`config.mk`:
```
export PLATFORM = sky130hd
export DESIGN_NAME = cascade_timer
export DESIGN_NICKNAME = d
export VERILOG_FILES = /design/src/rtl/timer_pkg.sv /design/src/rtl/tmr_channel.sv /design/src/rtl/tmr_flags.sv /design/src/rtl/cascade_timer.sv
export SDC_FILE = /design/constraint.sdc
export NUM_CORES = 1
export LEC_CHECK = 0
export BUFFER_PORTS_ARGS = -buffer_cell sky130_fd_sc_hd__buf_2
export CAP_MARGIN = 40
export CORE_ASPECT_RATIO = 0.6
export CORE_MARGIN = 4
export CORE_UTILIZATION = 62
export DETAILED_ROUTE_END_ITERATION = 10
export PLACE_DENSITY = 0.83
export SETUP_SLACK_MARGIN = 0.05
export SLEW_MARGIN = 25
export SYNTH_ARGS = -nofsm -noshare
export SYNTH_HDL_FRONTEND = slang
export SYNTH_SLANG_ARGS = --single-unit
```
`constraint.sdc`:
```
create_clock -name clk -period 2.76 [get_ports clk]
set_input_delay 0.138 -clock clk [delete_from_list [all_inputs] [get_ports clk]]
set_output_delay 0.138 -clock clk [all_outputs]
set_load 0.05 [all_outputs]
```
`src/rtl/timer_pkg.sv`:
```
package timer_pkg;
   localparam int NCH    = 3;   // channels in the window
   localparam int SRC_CH = 2;   // prescaler channel
   localparam int NFLAG  = 2;   // channels with a flag

   typedef enum logic [1:0] {
      ACC_LATCH = 2'b00,
      ACC_LSB   = 2'b01,
      ACC_MSB   = 2'b10,
      ACC_PAIR  = 2'b11
   } acc_e;

   typedef struct packed {
      logic [1:0] chan;
      acc_e       acc;
      logic [2:0] mode;
      logic       bcd;
   } ctl_t;
endpackage

```
`src/rtl/tmr_channel.sv`:
```
module tmr_channel #(
   parameter int DW = 8
) (
   input  logic          clk,
   input  logic          rst_n,
   input  logic          en,
   input  logic          ld_arm,
   input  logic          latch_cmd,
   input  logic          wr,
   input  logic          rd,
   input  logic [DW-1:0] wdata,
   output logic [DW-1:0] rdata,
   output logic          tc
);
   localparam int CW = 2 * DW;

   logic [CW-1:0] cnt_q, reload_q, latv_q;
   logic [DW-1:0] lo_q;
   logic          hi_next_q, run_q, lat_q, rd_hi_q;
   logic          active;
   logic [CW-1:0] view;

   assign active = run_q & en & ~wr;
   assign tc     = active & (cnt_q == CW'(1));

   always_ff @(posedge clk) begin
      if (!rst_n) begin
         cnt_q     <= '0;
         reload_q  <= '0;
         latv_q    <= '0;
         lo_q      <= '0;
         hi_next_q <= 1'b0;
         run_q     <= 1'b0;
         lat_q     <= 1'b0;
         rd_hi_q   <= 1'b0;
      end else begin
         if (wr) begin
            if (!hi_next_q) begin
               lo_q      <= wdata;
               hi_next_q <= 1'b1;
               run_q     <= 1'b0;
            end else begin
               cnt_q     <= {wdata, lo_q};
               reload_q  <= {wdata, lo_q};
               run_q     <= 1'b1;
               hi_next_q <= 1'b0;
            end
         end else if (active) begin
            cnt_q <= tc ? reload_q : cnt_q - CW'(1);
         end

         if (ld_arm) begin
            hi_next_q <= 1'b0;
            rd_hi_q   <= 1'b0;
         end

         if (latch_cmd && !lat_q) begin
            latv_q  <= cnt_q;
            lat_q   <= 1'b1;
            rd_hi_q <= 1'b0;
         end else if (rd) begin
            rd_hi_q <= ~rd_hi_q;
            if (rd_hi_q) lat_q <= 1'b0;
         end
      end
   end

   assign view  = lat_q ? latv_q : cnt_q;
   assign rdata = rd_hi_q ? view[CW-1:DW] : view[DW-1:0];
endmodule

```
`src/rtl/tmr_flags.sv`:
```
module tmr_flags #(
   parameter int NF = 2
) (
   input  logic          clk,
   input  logic          rst_n,
   input  logic [NF-1:0] set_i,
   input  logic [NF-1:0] clr_i,
   output logic [NF-1:0] flag_o
);
   always_ff @(posedge clk) begin
      if (!rst_n) flag_o <= '0;
      else        flag_o <= (flag_o & ~clr_i) | set_i;
   end
endmodule

```
`src/rtl/cascade_timer.sv`:
```
module cascade_timer
   import timer_pkg::*;
#(
   parameter int DW = 8,
   parameter int AW = 4
) (
   input  logic          clk,
   input  logic          rst_n,
   input  logic          master_tick,
   input  logic          bus_wr,
   input  logic          bus_rd,
   input  logic [AW-1:0] bus_addr,
   input  logic [DW-1:0] bus_wdata,
   output logic [DW-1:0] bus_rdata,
   input  logic          clr_we,
   input  logic [1:0]    clr_bits,
   output logic [1:0]    irq
);
   localparam int CTL_OFS = 4 * NCH + 3;

   if (DW < 8) begin : g_bad_dw
      $error("cascade_timer: DW must be at least 8");
   end
   if (AW < 4) begin : g_bad_aw
      $error("cascade_timer: AW must be at least 4");
   end

   ctl_t          ctl;
   logic          ctl_wr;
   logic [NCH-1:0] hit, tc_vec;
   logic [DW-1:0] ch_rd [NCH];

   assign ctl    = ctl_t'(bus_wdata[7:0]);
   assign ctl_wr = bus_wr & (bus_addr == AW'(CTL_OFS)) & (ctl.chan != 2'd3);

   for (genvar c = 0; c < NCH; c++) begin : g_ch
      logic en_c, arm_c, lat_c;
      assign hit[c] = (bus_addr == AW'(4 * c + 3));
      if (c == SRC_CH) begin : g_src
         assign en_c = master_tick;
      end else begin : g_casc
         assign en_c = tc_vec[SRC_CH];
      end
      assign arm_c = ctl_wr & (ctl.chan == 2'(c)) & (ctl.acc == ACC_PAIR);
      assign lat_c = ctl_wr & (ctl.chan == 2'(c)) & (ctl.acc == ACC_LATCH);

      tmr_channel #(.DW(DW)) u_ch (
         .clk       (clk),
         .rst_n     (rst_n),
         .en        (en_c),
         .ld_arm    (arm_c),
         .latch_cmd (lat_c),
         .wr        (bus_wr & hit[c]),
         .rd        (bus_rd & ~bus_wr & hit[c]),
         .wdata     (bus_wdata),
         .rdata     (ch_rd[c]),
         .tc        (tc_vec[c])
      );
   end

   always_comb begin
      bus_rdata = '0;
      for (int c = 0; c < NCH; c++)
         if (hit[c]) bus_rdata = ch_rd[c];
   end

   tmr_flags #(.NF(NFLAG)) u_flags (
      .clk    (clk),
      .rst_n  (rst_n),
      .set_i  (tc_vec[NFLAG-1:0]),
      .clr_i  (clr_we ? clr_bits : 2'b00),
      .flag_o (irq)
   );
endmodule

```
==> metrics.csv, run 1 <==
stage,metric,value,unit
run_status,status,"finished, final reports clean",
timing,worst setup margin,249.9,ps
logic_synthesis,ys async rst share,0,%
logic_synthesis,cells after synthesis,1133,
floorplan,Die ar.,16970,um^2
pwr,Clk pwr share,46.1,%
route,DRC Markers,0,
timing,Worst slew margin,45.78,%
place,routability cong.,0.9699,
floorplan,core area,14550,um^2
final_layout,Final nets,1165,
route,Iteration-0 DRC Markers,1276,
route,Via Count,8879,
setup_path,CP Launch Type,register,
logic_synthesis,Synth cell types,69,
logic_synthesis,Main synth FF type,dfxtp_1,
timing,final setup violation count,0,
clock_network,CTS root buffer,clkbuf_16,
final_layout,layout cells sized above 1,13.54,%
pwr,Int Pwr,3.899,mW
logic_synthesis,Seq cells post-synth,182,
global_route,largest net degree at the start of global routing,79,
global_route,number of global-route vias before repair,8035,
setup_path,arrival time worst endpoint,2840,ps
pwr,Sw Ratio,26.16,%
setup_path,R2R depth,7,
timing,period utilization,90.95,%
worst_hold_path,Worst Hold Path Cells,3,
floorplan,Starting Density,63.44,%
worst_hold_path,worst hold path class,in2reg,
route,final WL,27.83,mm
pwr,pwr/cell area,519.6,nW/um^2
final_layout,ant diodes,0,
timing,Final Hold Fails,0,
setup_path,Setup crit end kind,register,
route,Via-to-Cell Ratio,6.577,
logic_synthesis,Post-Syn Nets,1159,
timing,final period demand of the worst path,2510,ps
clock_network,CTS tree,yes,
timing,final setup TNS,0,ps
floorplan,Die H,102.5,um
final_layout,area delta synth->final,10.11,%
global_route,GR Overflow Total,0,
setup_path,Crit Path Category,reg2reg,
timing,actual slew at the worst max-slew pin,813.4,ps
route,drt first pass iters,8,
route,Post-DRT Antenna Nets,0,
global_route,first-pass GRT wire length,43.26,mm
place,post-DP HPWL,18.95,mm
timing,final clock skew,14.95,ps
clock_network,"CTS clk-pin slew, worst paths",80,ps
global_route,all-layer global routing usage,32.90,%
pwr,Peak supply drop,0.0003051,V
timing,Fmax,0.3984,GHz
clock_network,worst skew pair latency,440,ps
setup_path,CP required,3090,ps
timing,RSZ-0062 raised after global routing,false,
floorplan,Ports,30,
clock_network,Max H-tree Level,4,
pwr,Switch Pwr,1.382,mW
pwr,leakage,3.918,nW
logic_synthesis,sequential area share after synthesis,39.47,%
logic_synthesis,yosys warns,0,
logic_synthesis,Syn Area/Cell,8.147,um^2
flow_run,MaxCap Viol Count,0,
timing,Pins Over Slew Limit,0,
clock_network,CTS Buf Count,17,
floorplan,Std-Cell Rows,34,
logic_synthesis,number of synthesized flops with an enable pin,0,
place,Place WS,348.9,ps
floorplan,die outline width,165.5,um
clock_network,clock sink count,182,
route,WL/cell,20.62,um
global_route,initial antenna violation count,0,
clock_network,clock buffer depth,2,
pwr,Reg power frac,50.0,%
setup_path,worst-path fanout max,18,
place,IO Port Bufs,29,
pwr,Comb power frac,3.9,%
logic_synthesis,Netlist Area Pre-Place,9230,um^2
==> critical path, stage by stage (launching register included) <==
cell     delay, ps
dfxtp_1        460
ha_1           210
and4b_1        260
nand3_1        190
or3_1          690
o21ai_1        250
a21oi_1         60
o221a_2        270
==> power by group through the flow <==
stage	Sequential [mW]	Combinational [mW]	Clock, mW
floorplan	2.70	0.128	0
global placement	2.70	0.189	0
detailed placement	2.70	0.192	0
CTS	2.64	0.197	2.42
global route	2.64	0.217	2.53
finish	2.64	0.206	2.43
==> path summary, 6_finish.rpt <==
kind	startpoint	to	slack, ps
max reg2reg	g_ch[2].u_ch.cnt_q[0]$_SDFFE_PN0P_	g_ch[2].u_ch.cnt_q[10]$_SDFFE_PN0P_	250
min	bus_wdata[1]	g_ch[2].u_ch.lo_q[1]$_SDFFE_PN0P_	100
min reg2reg	u_flags.flag_o[1]$_SDFF_PN0_	u_flags.flag_o[1]$_SDFF_PN0_	460
max	g_ch[2].u_ch.cnt_q[0]$_SDFFE_PN0P_	g_ch[2].u_ch.cnt_q[10]$_SDFFE_PN0P_	250
==> state kept, by name, indices dropped and copies added, names as in the netlist <==
register,count
g_ch.u_ch.run_q,3
u_flags.flag_o,2
g_ch.u_ch.latv_q,48
g_ch.u_ch.lo_q,24
g_ch.u_ch.rd_hi_q,3
g_ch.u_ch.hi_next_q,3
g_ch.u_ch.cnt_q,48
g_ch.u_ch.reload_q,48
g_ch.u_ch.lat_q,3
==> synth_stat cells (all sizes together), types with 8 or more instances <==
| library cell | count | share of area (%) |
|---|---|---|
| a21oi | 161 | 8.7 |
| a22oi | 8 | 0.65 |
| and3 | 11 | 0.75 |
| buf | 23 | 1.5 |
| clkbuf | 68 | 3.1 |
| dfxtp | 182 | 39 |
| inv | 18 | 0.73 |
| mux2i | 33 | 3.6 |
| mux4 | 24 | 5.9 |
| nand2 | 208 | 8.5 |
| nand3 | 33 | 1.8 |
| nor2 | 80 | 3.3 |
| nor3 | 20 | 1.4 |
| nor4 | 12 | 1.3 |
| o211ai | 26 | 2.1 |
| o21ai | 101 | 5.5 |
| xnor2 | 26 | 2.5 |
| xor2 | 13 | 1.2 |
==> per-stage QoR <==
| step | instance area [um^2] | cells | power (mW) | hold slack, ps | utilization (%) |
|---|---|---|---|---|---|
| 2_1_floorplan | 9230 | 1133 | 2.824 | 274.0 | - |
| 3_3_place_gp | 9539 | 1314 | 2.892 | 414.9 | 65.57 |
| 3_5_place_dp | 9539 | 1314 | 2.895 | 421.9 | 65.57 |
| 4_1_cts | 10160 | 1350 | 5.260 | 89.97 | 69.85 |
| 5_1_grt | 10160 | 1350 | 5.391 | 109.8 | 69.86 |
| 6_report | 10160 | 1350 | 5.281 | 100.8 | 69.86 |
==> per-layer routing <==
layer | global-route usage (%) | vias up | routed length, um
met5 | 0 | - | 0
met4 | 10.65 | 0 | 843
met3 | 11.79 | 86 | 4036
met2 | 45.43 | 600 | 11310
met1 | 48.03 | 4161 | 11650
li1 | - | 4032 | -
==> what timing repair did <==
| action | CTS | global route |
|---|---|---|
| setup endpoints to repair | 0 | 1 |
| endpoints found under the hold margin | 2 | 0 |
| gates resized for setup | 0 | 1 |
| buffers inserted | 0 | 0 |
| hold buffers | 4 | 0 |
==> area by class of cell <==
cell class / instances / area [um^2]
timing repair buffer: 78 / 523.0
inverter: 18 / 70.07
tap: 198 / 247.7
sequential: 182 / 3645
multi-input combinational: 842 / 5095
fill: 1163 / 4385
clock buffer: 17 / 425.4
clock inverter: 15 / 157.7
==> cell families after synthesis <==
group	count (synthesis)	synth area share [%]
AO/OA/AOI/OAI	336	20.65
adder cells (fa/ha/maj)	6	0.8133
buffers and inverters	109	5.381
AND/OR/NAND/NOR	404	20.51
XOR/XNOR	39	3.701
flip-flops	182	39.47
multiplexers	57	9.476
==> cell usage in the layout, fill, tap and decap left out, types with 6 or more instances in the layout <==
cell       synthesis  routed
nand3_1           32      32
nor3_1            15      14
xnor2_1           26      26
buf_4              3      45
xor2_1            13      13
a22oi_1            8       8
ha_1               6       6
mux2i_1           33      33
o21ai_0           95      95
clkbuf_16          0      17
nor3_2             5       6
nand2_1          207     207
o21ai_1            6       6
inv_1             18      17
buf_2             12      29
o211ai_1          26      26
dfxtp_1          182     181
a21oi_1          161     161
nor2_1            79      79
and3_1            11      11
o221ai_1           6       6
mux4_2            23      23
nor4_2             7       7
Note: power is estimated with default switching activity, not from simulation.
==> run 2, diff against run 1 <==
- BUFFER_PORTS_ARGS: -buffer_cell sky130_fd_sc_hd__buf_2 -> default
- CORE_UTILIZATION: 62 -> 50
- DONT_BUFFER_PORTS: default -> 1
- PLACE_DENSITY: 0.83 -> 0.68
==> run 2 against run 1 <==
  * Maximum frequency down 1.4%
  * Final area up 1.0%
  * Count of clock-buffer cells in the layout unchanged
  * First-iteration DRC count is 12% lower
  * Clock skew fell by 0.51 ps
  * Non-clock buffer count down 10
  * Global-route usage down 4.8 points
  * Via count shrank 1.9%
==> metrics.csv, run 2 (synthesized netlist as in run 1, its figures left out) <==
stage,metric,value,unit,change
clock_network,CTS Buf Count,17,,unchanged
run_status,status,"finished, final reports clean",,
timing,worst hold slack,24.63,ps,-76.17 ps
global_route,largest net degree at the start of global routing,56,,-29%
final_layout,Layout fillers,1648,,+42%
clock_network,CTS tree,yes,,
global_route,GR Overflow Total,0,,unchanged
setup_path,CP required,3110,ps,+20 ps
setup_path,Setup crit end kind,register,,
pwr,Int Pwr,4.062,mW,+4.2%
floorplan,Std-Cell Rows,38,,+12%
timing,worst setup margin,215.0,ps,-34.86 ps
timing,final period demand of the worst path,2545,ps,+34.86 ps
final_layout,Final nets,1155,,-0.86%
setup_path,Crit Path Category,reg2reg,,
final_layout,final std cells w/o fill,1383,,+2.4%
global_route,number of global-route vias before repair,7766,,-3.3%
pwr,Comb power frac,3.5,%,-0.4 points
timing,final setup TNS,0,ps,unchanged
pwr,Sw Ratio,24.65,%,-1.5 points
setup_path,Crit Reg-Reg Endpoint,g_ch[1].u_ch.cnt_q[10]$_SDFFE_PN0P_,,
global_route,first-pass GRT wire length,45.64,mm,+5.5%
floorplan,Die ar.,20770,um^2,+22%
place,IO Port Bufs,0,,-100%
final_layout,layout cells sized above 1,12.08,%,-1.5 points
setup_path,CP startpoint,g_ch[2].u_ch.cnt_q[6]$_SDFFE_PN0P_,,
timing,actual slew at the worst max-slew pin,858.3,ps,+44.98 ps
place,Place WS,388.8,ps,+39.85 ps
setup_path,Reg-to-Reg Start,g_ch[2].u_ch.cnt_q[6]$_SDFFE_PN0P_,,
floorplan,die outline width,183.4,um,+11%
clock_network,hold buffers post-CTS,12,,+8
timing,Final Hold Fails,0,,unchanged
timing,Pins Over Slew Limit,0,,unchanged
route,final WL,29.06,mm,+4.4%
clock_network,clock buffer depth,2,,unchanged
place,post-DP HPWL,19.53,mm,+3.1%
place,routability cong.,0.9523,,-1.8%
global_route,all-layer global routing usage,28.09,%,-4.8 points
final_layout,area of the multi-input gates,5095,um^2,unchanged
route,Post-DRT Antenna Nets,0,,unchanged
timing,RSZ-0062 raised after global routing,false,,
route,Iteration-0 DRC Markers,1117,,-12%
route,DRC Markers,0,,unchanged
final_layout,Seq. cell area,3643,um^2,about the same
timing,Worst slew margin,42.59,%,-3.2 points
final_layout,most frequent cells in the layout,"nand2_1, dfxtp_1, a21oi_1",,
setup_path,R2R depth,5,,-2
clock_network,CTS root buffer,clkbuf_16,,
floorplan,Die H,113.2,um,+10%
worst_hold_path,worst hold path class,in2reg,,
pwr,Clk pwr share,47.5,%,+1.4 points
setup_path,CP Launch Type,register,,
timing,final setup violation count,0,,unchanged
global_route,initial antenna violation count,1,,+1
setup_path,reg2reg setup slack,220,ps,-30 ps
clock_network,Max H-tree Level,4,,unchanged
timing,Fmax,0.3929,GHz,-1.4%
pwr,Tot Pwr,5.391,mW,+2.1%
timing,period utilization,92.21,%,+1.3 points
final_layout,"commonest non-fill, non-tap cell in the layout",nand2_1,,
setup_path,Worst setup endpoint,g_ch[1].u_ch.cnt_q[10]$_SDFFE_PN0P_,,
floorplan,core area,18110,um^2,+25%
pwr,leakage,3.896,nW,-0.58%
clock_network,clock sink count,182,,unchanged
floorplan,Starting Density,50.95,%,-12 points
clock_network,"CTS clk-pin slew, worst paths",80,ps,about the same
pwr,Switch Pwr,1.329,mW,-3.8%
setup_path,arrival time worst endpoint,2890,ps,+50 ps
route,Via-to-Cell Ratio,6.299,,-4.2%
pwr,pwr/cell area,525.1,nW/um^2,+1.1%
route,WL/cell,21.01,um,+1.9%
clock_network,Post-CTS Setup Inserts,0,,unchanged
final_layout,area delta synth->final,11.22,%,
route,Via Count,8712,,-1.9%
final_layout,top flop regs,"g_ch.u_ch.cnt_q x48, g_ch.u_ch.latv_q x48, g_ch.u_ch.reload_q x48",,
clock_network,worst skew pair latency,440,ps,about the same
route,drt first pass iters,6,,-2
place,Placed Instances,1337,,+1.8%
floorplan,Ports,30,,unchanged
clock_network,Post-CTS Resized,0,,unchanged
timing,final clock skew,14.44,ps,-0.5121 ps
setup_path,worst-path fanout max,8,,-10
pwr,Peak supply drop,0.0004520,V,+48%
flow_run,MaxCap Viol Count,0,,unchanged
pwr,Reg power frac,49.0,%,-1.0 points
-- run 2: cell count changes in the layout (fill, tap and decap cells not counted), moves of 2 or more --
cell,before,now
clkinv_8,3,0
buf_2,29,0
buf_4,45,55
o21ai_0,95,87
bufinv_16,0,2
inv_6,2,4
clkinv_2,2,0
dlygate4sd3_1,4,11
o21ai_1,6,14
-- run 2: worst min path at each step --
stage | from | end | slack, ps | depth (start not counted)
floorplan | bus_wdata[2] | g_ch[2].u_ch.reload_q[10]$_SDFFE_PN0P_ | 270 | 2
global placement | rst_n | g_ch[1].u_ch.cnt_q[15]$_SDFFE_PN0P_ | 260 | 2
detailed placement | rst_n | g_ch[1].u_ch.cnt_q[11]$_SDFFE_PN0P_ | 260 | 2
CTS | bus_wdata[6] | g_ch[1].u_ch.hi_next_q$_SDFFE_PP0P_ | 10 | 2
global route | bus_wdata[4] | g_ch[2].u_ch.hi_next_q$_SDFFE_PP0P_ | 6 | 2
finish | bus_wdata[4] | g_ch[2].u_ch.hi_next_q$_SDFFE_PP0P_ | 20 | 2
-- run 2: routing by layer --
metal	track usage, %	up-vias	routed length (um)
li1	-	4014	-
met1	44.15	4091	13410
met2	36.63	544	11070
met3	8.673	63	3878
met4	7.093	0	699
met5	0	-	0
-- run 2: cell type report --
| type | count | area share (%) |
|---|---|---|
| antenna | 1 | 0.02438 |
| clock buffer | 17 | 4.144 |
| clock inverter | 15 | 1.767 |
| inverter | 18 | 0.6825 |
| multi-input combinational | 842 | 49.63 |
| sequential | 182 | 35.49 |
| tap | 240 | 2.925 |
| timing repair buffer | 68 | 5.338 |
-- run 2: worst max-delay path, cell delays in order, from the launching register on --
cell and delay, ps:
dfxtp_1 390, nor4_2 520, o2111ai_1 290, o21ai_0 580, nand3_1 380, o22ai_1 290
-- run 2: through the flow --
step                      util [%]  instance area [um^2]
after CTS                    56.63                 10260
final                        56.67                 10270
after global placement       52.56                  9522
after detailed placement     52.56                  9522
after global routing         56.67                 10270
after floorplan                  -                  9230
-- run 2: power by group through the flow --
stage / logic (mW) / registers, mW / clock network, mW
after global placement: 0.123 / 2.70 / 0
after floorplan: 0.128 / 2.70 / 0
final: 0.188 / 2.64 / 2.56
after detailed placement: 0.125 / 2.70 / 0
after global routing: 0.199 / 2.64 / 2.68
after CTS: 0.183 / 2.64 / 2.57
==> run 3, diff against run 2 <==
- ABC_AREA: default -> 1
==> run 3 against run 2 <==
  * Die area is 4.7% higher
  * Combinational power increased by 20%
  * First-iteration DRC count grew 13%
  * Largest cell class unchanged
==> metrics.csv, run 3 <==
stage,metric,value,unit,change
setup_path,Crit Reg-Reg Endpoint,g_ch[0].u_ch.cnt_q[1]$_SDFFE_PN0P_,,
pwr,leakage,4.468,nW,+15%
global_route,all-layer global routing usage,27.07,%,-1.0 points
setup_path,Setup crit end kind,primary output,,
floorplan,Starting Density,50.91,%,about the same
final_layout,final std cells w/o fill,1678,,+21%
route,Iteration-0 DRC Markers,1258,,+13%
timing,Fmax,0.3970,GHz,+1.0%
clock_network,Post-CTS Setup Inserts,0,,unchanged
logic_synthesis,Netlist Area Pre-Place,9689,um^2,+5.0%
clock_network,CTS Buf Count,17,,unchanged
global_route,first-pass GRT wire length,46.84,mm,+2.6%
route,Via Count,9669,,+11%
floorplan,core area,19030,um^2,+5.1%
route,drt first pass iters,5,,-1
final_layout,most frequent cells in the layout,"nand2_1, a21oi_1, dfxtp_1",,
logic_synthesis,area share of the largest cell type after synthesis,37.60,%,-1.9 points
worst_hold_path,Hold Crit Start,bus_wdata[4],,
clock_network,CTS root buffer,clkbuf_16,,
timing,final setup violation count,0,,unchanged
setup_path,worst-path fanout max,18,,+10
final_layout,"commonest non-fill, non-tap cell in the layout",nand2_1,,
timing,final clock skew,11.90,ps,-2.538 ps
timing,worst setup margin,241.3,ps,+26.25 ps
setup_path,largest stage delay on the critical path,660,ps,+80 ps
floorplan,Std-Cell Rows,39,,+2.6%
logic_synthesis,number of synthesized flops with an enable pin,0,,unchanged
logic_synthesis,Main synth FF type,dfxtp_1,,
setup_path,worst path cell trace,clkinvlp_4 > a21oi_1 > o21ai_0 > a32oi_1 > buf_4,,
global_route,number of global-route vias before repair,8435,,+8.6%
place,Placed Instances,1631,,+22%
clock_network,CTS tree,yes,,
logic_synthesis,top area cells in the synthesized netlist,"dfxtp_1, nand2_1, a21oi_1, o21ai_0, nor2_1",,
clock_network,clock buffer depth,2,,unchanged
setup_path,reg2reg setup slack,350,ps,+130 ps
route,Post-DRT Antenna Nets,0,,unchanged
worst_hold_path,Worst Hold Path Cells,4,,+2
worst_hold_path,Hold Path Sink,g_ch[0].u_ch.cnt_q[12]$_SDFFE_PN0P_,,
place,post-DP HPWL,20.48,mm,+4.8%
setup_path,Crit Path Category,reg2out,,
floorplan,die outline width,187.7,um,+2.3%
route,Top Metal Used,met4,,
clock_network,clock sink count,182,,unchanged
logic_synthesis,leading cell types by count after synthesis,"nand2_1, a21oi_1, dfxtp_1",,
setup_path,CP required,2620,ps,-490 ps
logic_synthesis,Syn Area/Cell,6.747,um^2,-17%
floorplan,Die H,115.8,um,+2.3%
global_route,initial antenna violation count,0,,-1
clock_network,Max H-tree Level,4,,unchanged
worst_hold_path,worst hold path class,in2reg,,
place,routability cong.,0.9442,,-0.85%
final_layout,Final nets,1445,,+25%
timing,actual slew at the worst max-slew pin,623.3,ps,-235.0 ps
setup_path,Reg-to-Reg Start,g_ch[2].u_ch.cnt_q[0]$_SDFFE_PN0P_,,
timing,worst hold slack,9.844,ps,-14.78 ps
logic_synthesis,yosys warns,0,,unchanged
route,WL/cell,17.48,um,-17%
route,Via-to-Cell Ratio,5.762,,-8.5%
pwr,Peak supply drop,0.0003784,V,-16%
timing,Final Hold Fails,0,,unchanged
global_route,largest net degree at the start of global routing,94,,+68%
pwr,pwr/cell area,510.0,nW/um^2,-2.9%
place,IO Port Bufs,0,,unchanged
route,metal3 WL,2.680,mm,-31%
final_layout,ant diodes,0,,-1
final_layout,final core utilization,55.92,%,-0.75 points
logic_synthesis,Synth cell types,36,,-48%
setup_path,"delay-heaviest family, CP",flip-flops,,
timing,Worst slew margin,58.31,%,+16 points
logic_synthesis,Synth area leader,dfxtp_1,,
route,metal2 WL,11.47,mm,+3.6%
clock_network,"CTS clk-pin slew, worst paths",70,ps,about the same
floorplan,Ports,30,,unchanged
final_layout,top flop regs,"g_ch.u_ch.cnt_q x48, g_ch.u_ch.latv_q x48, g_ch.u_ch.reload_q x48",,
route,final WL,29.33,mm,+0.92%
timing,final setup TNS,0,ps,unchanged
place,Place WS,420.4,ps,+31.65 ps
setup_path,CP Launch Type,register,,
clock_network,worst skew pair latency,440,ps,about the same
setup_path,slowest CP cell,dfxtp_1,,
timing,final period demand of the worst path,2519,ps,-26.25 ps
logic_synthesis,top-count cell post-synth,nand2_1,,
setup_path,arrival time worst endpoint,2380,ps,-510 ps
setup_path,R2R depth,12,,+7
logic_synthesis,ys async rst share,0,%,unchanged
logic_synthesis,cells after synthesis,1436,,+27%
route,wire length on met1,14.80,mm,+10%
logic_synthesis,sequential area share after synthesis,37.60,%,-1.9 points
run_status,status,"finished, final reports clean",,
final_layout,area delta synth->final,9.840,%,
timing,RSZ-0062 raised after global routing,false,,
flow_run,MaxCap Viol Count,0,,unchanged
floorplan,Die ar.,21740,um^2,+4.7%
timing,Pins Over Slew Limit,0,,unchanged
logic_synthesis,Seq cells post-synth,182,,unchanged
final_layout,layout cells sized above 1,8.310,%,-3.8 points
global_route,GR Overflow Total,0,,unchanged
setup_path,critical path buffer and inverter count,2,,+2
timing,period utilization,91.26,%,-0.95 points
logic_synthesis,Post-Syn Nets,1462,,+26%
route,DRC Markers,0,,unchanged
run 3: changes by cell type after synthesis, moves of 23 or more:
cell,change
a211oi_1,+25
mux4_2,-23
nor2_1,+66
o21ai_0,+45
nand3_1,+50
nand2_1,+74
inv_1,+117
a21oi_1,+37
mux2i_1,-33
run 3: worst max path at each step:
stage | endpoint | startpoint | slack [ps] | depth (start not counted)
global route | bus_rdata[3] | g_ch[2].u_ch.lat_q$_SDFFE_PN0P_ | 70 | 5
detailed placement | g_ch[0].u_ch.cnt_q[11]$_SDFFE_PN0P_ | g_ch[2].u_ch.cnt_q[0]$_SDFFE_PN0P_ | 420 | 11
CTS | bus_rdata[1] | g_ch[2].u_ch.lat_q$_SDFFE_PN0P_ | 210 | 5
global placement | g_ch[0].u_ch.cnt_q[11]$_SDFFE_PN0P_ | g_ch[2].u_ch.cnt_q[0]$_SDFFE_PN0P_ | 450 | 11
finish | bus_rdata[1] | g_ch[2].u_ch.lat_q$_SDFFE_PN0P_ | 240 | 5
floorplan | bus_rdata[6] | g_ch[1].u_ch.lat_q$_SDFFE_PN0P_ | 650 | 7
run 3: worst register-to-register path: cells and delay by family (launching register included):
family	cells	cell delay [ps]
DFF	1	410
buffers and inverters	2	280
and+or+nand+nor	7	1080
adders and majority gates	1	200
AOI/OAI and AO/OA	2	340
run 3: routing by layer:
metal	vias up	GRT usage (%)
met5	-	0
li1	4722	-
met4	0	6.012
met3	25	6.261
met1	4501	43.29
met2	421	36.30
run 3: cell type report:
| type | count | area (um^2) |
|---|---|---|
| Fill cell | 1830 | 8388 |
| Timing Repair Buffer | 48 | 436.7 |
| Inverter | 153 | 583.1 |
| Clock buffer | 18 | 439.2 |
| Tap cell | 246 | 307.8 |
| Multi-Input combinational cell | 1017 | 5071 |
| Sequential cell | 182 | 3643 |
| Clock inverter | 14 | 161.4 |
run 3: per-stage QoR:
stage	area, um^2	power, mW
2_1_floorplan	9689	2.844
3_3_place_gp	9851	2.872
3_5_place_dp	9862	2.873
4_1_cts	10620	5.438
5_1_grt	10640	5.571
6_report	10640	5.427
run 3: what timing repair did:
item	in CTS	in global routing
resized for setup	0	2
hold buffers	14	0
setup endpoints to repair	0	6
hold endpoints to repair	124	0
run 3: cells by family after synthesis:
family,count (synthesis),share of synthesized area [%]
and+or+nand+nor,566,25.17
DFF,182,37.60
adders and majority gates,6,0.7748
buffers and inverters,237,10.06
AOI/OAI and AO/OA,415,23.68
xor gates and xnor gates,30,2.712
run 3: report_power, final:
| part | leakage (nW) | switching (mW) | internal [mW] |
|---|---|---|---|
| clock network | 0.296 | 1.17 | 1.39 |
| registers | 1.47 | 0.0120 | 2.63 |
| logic | 2.71 | 0.160 | 0.0648 |
| total | 4.47 | 1.34 | 4.09 |
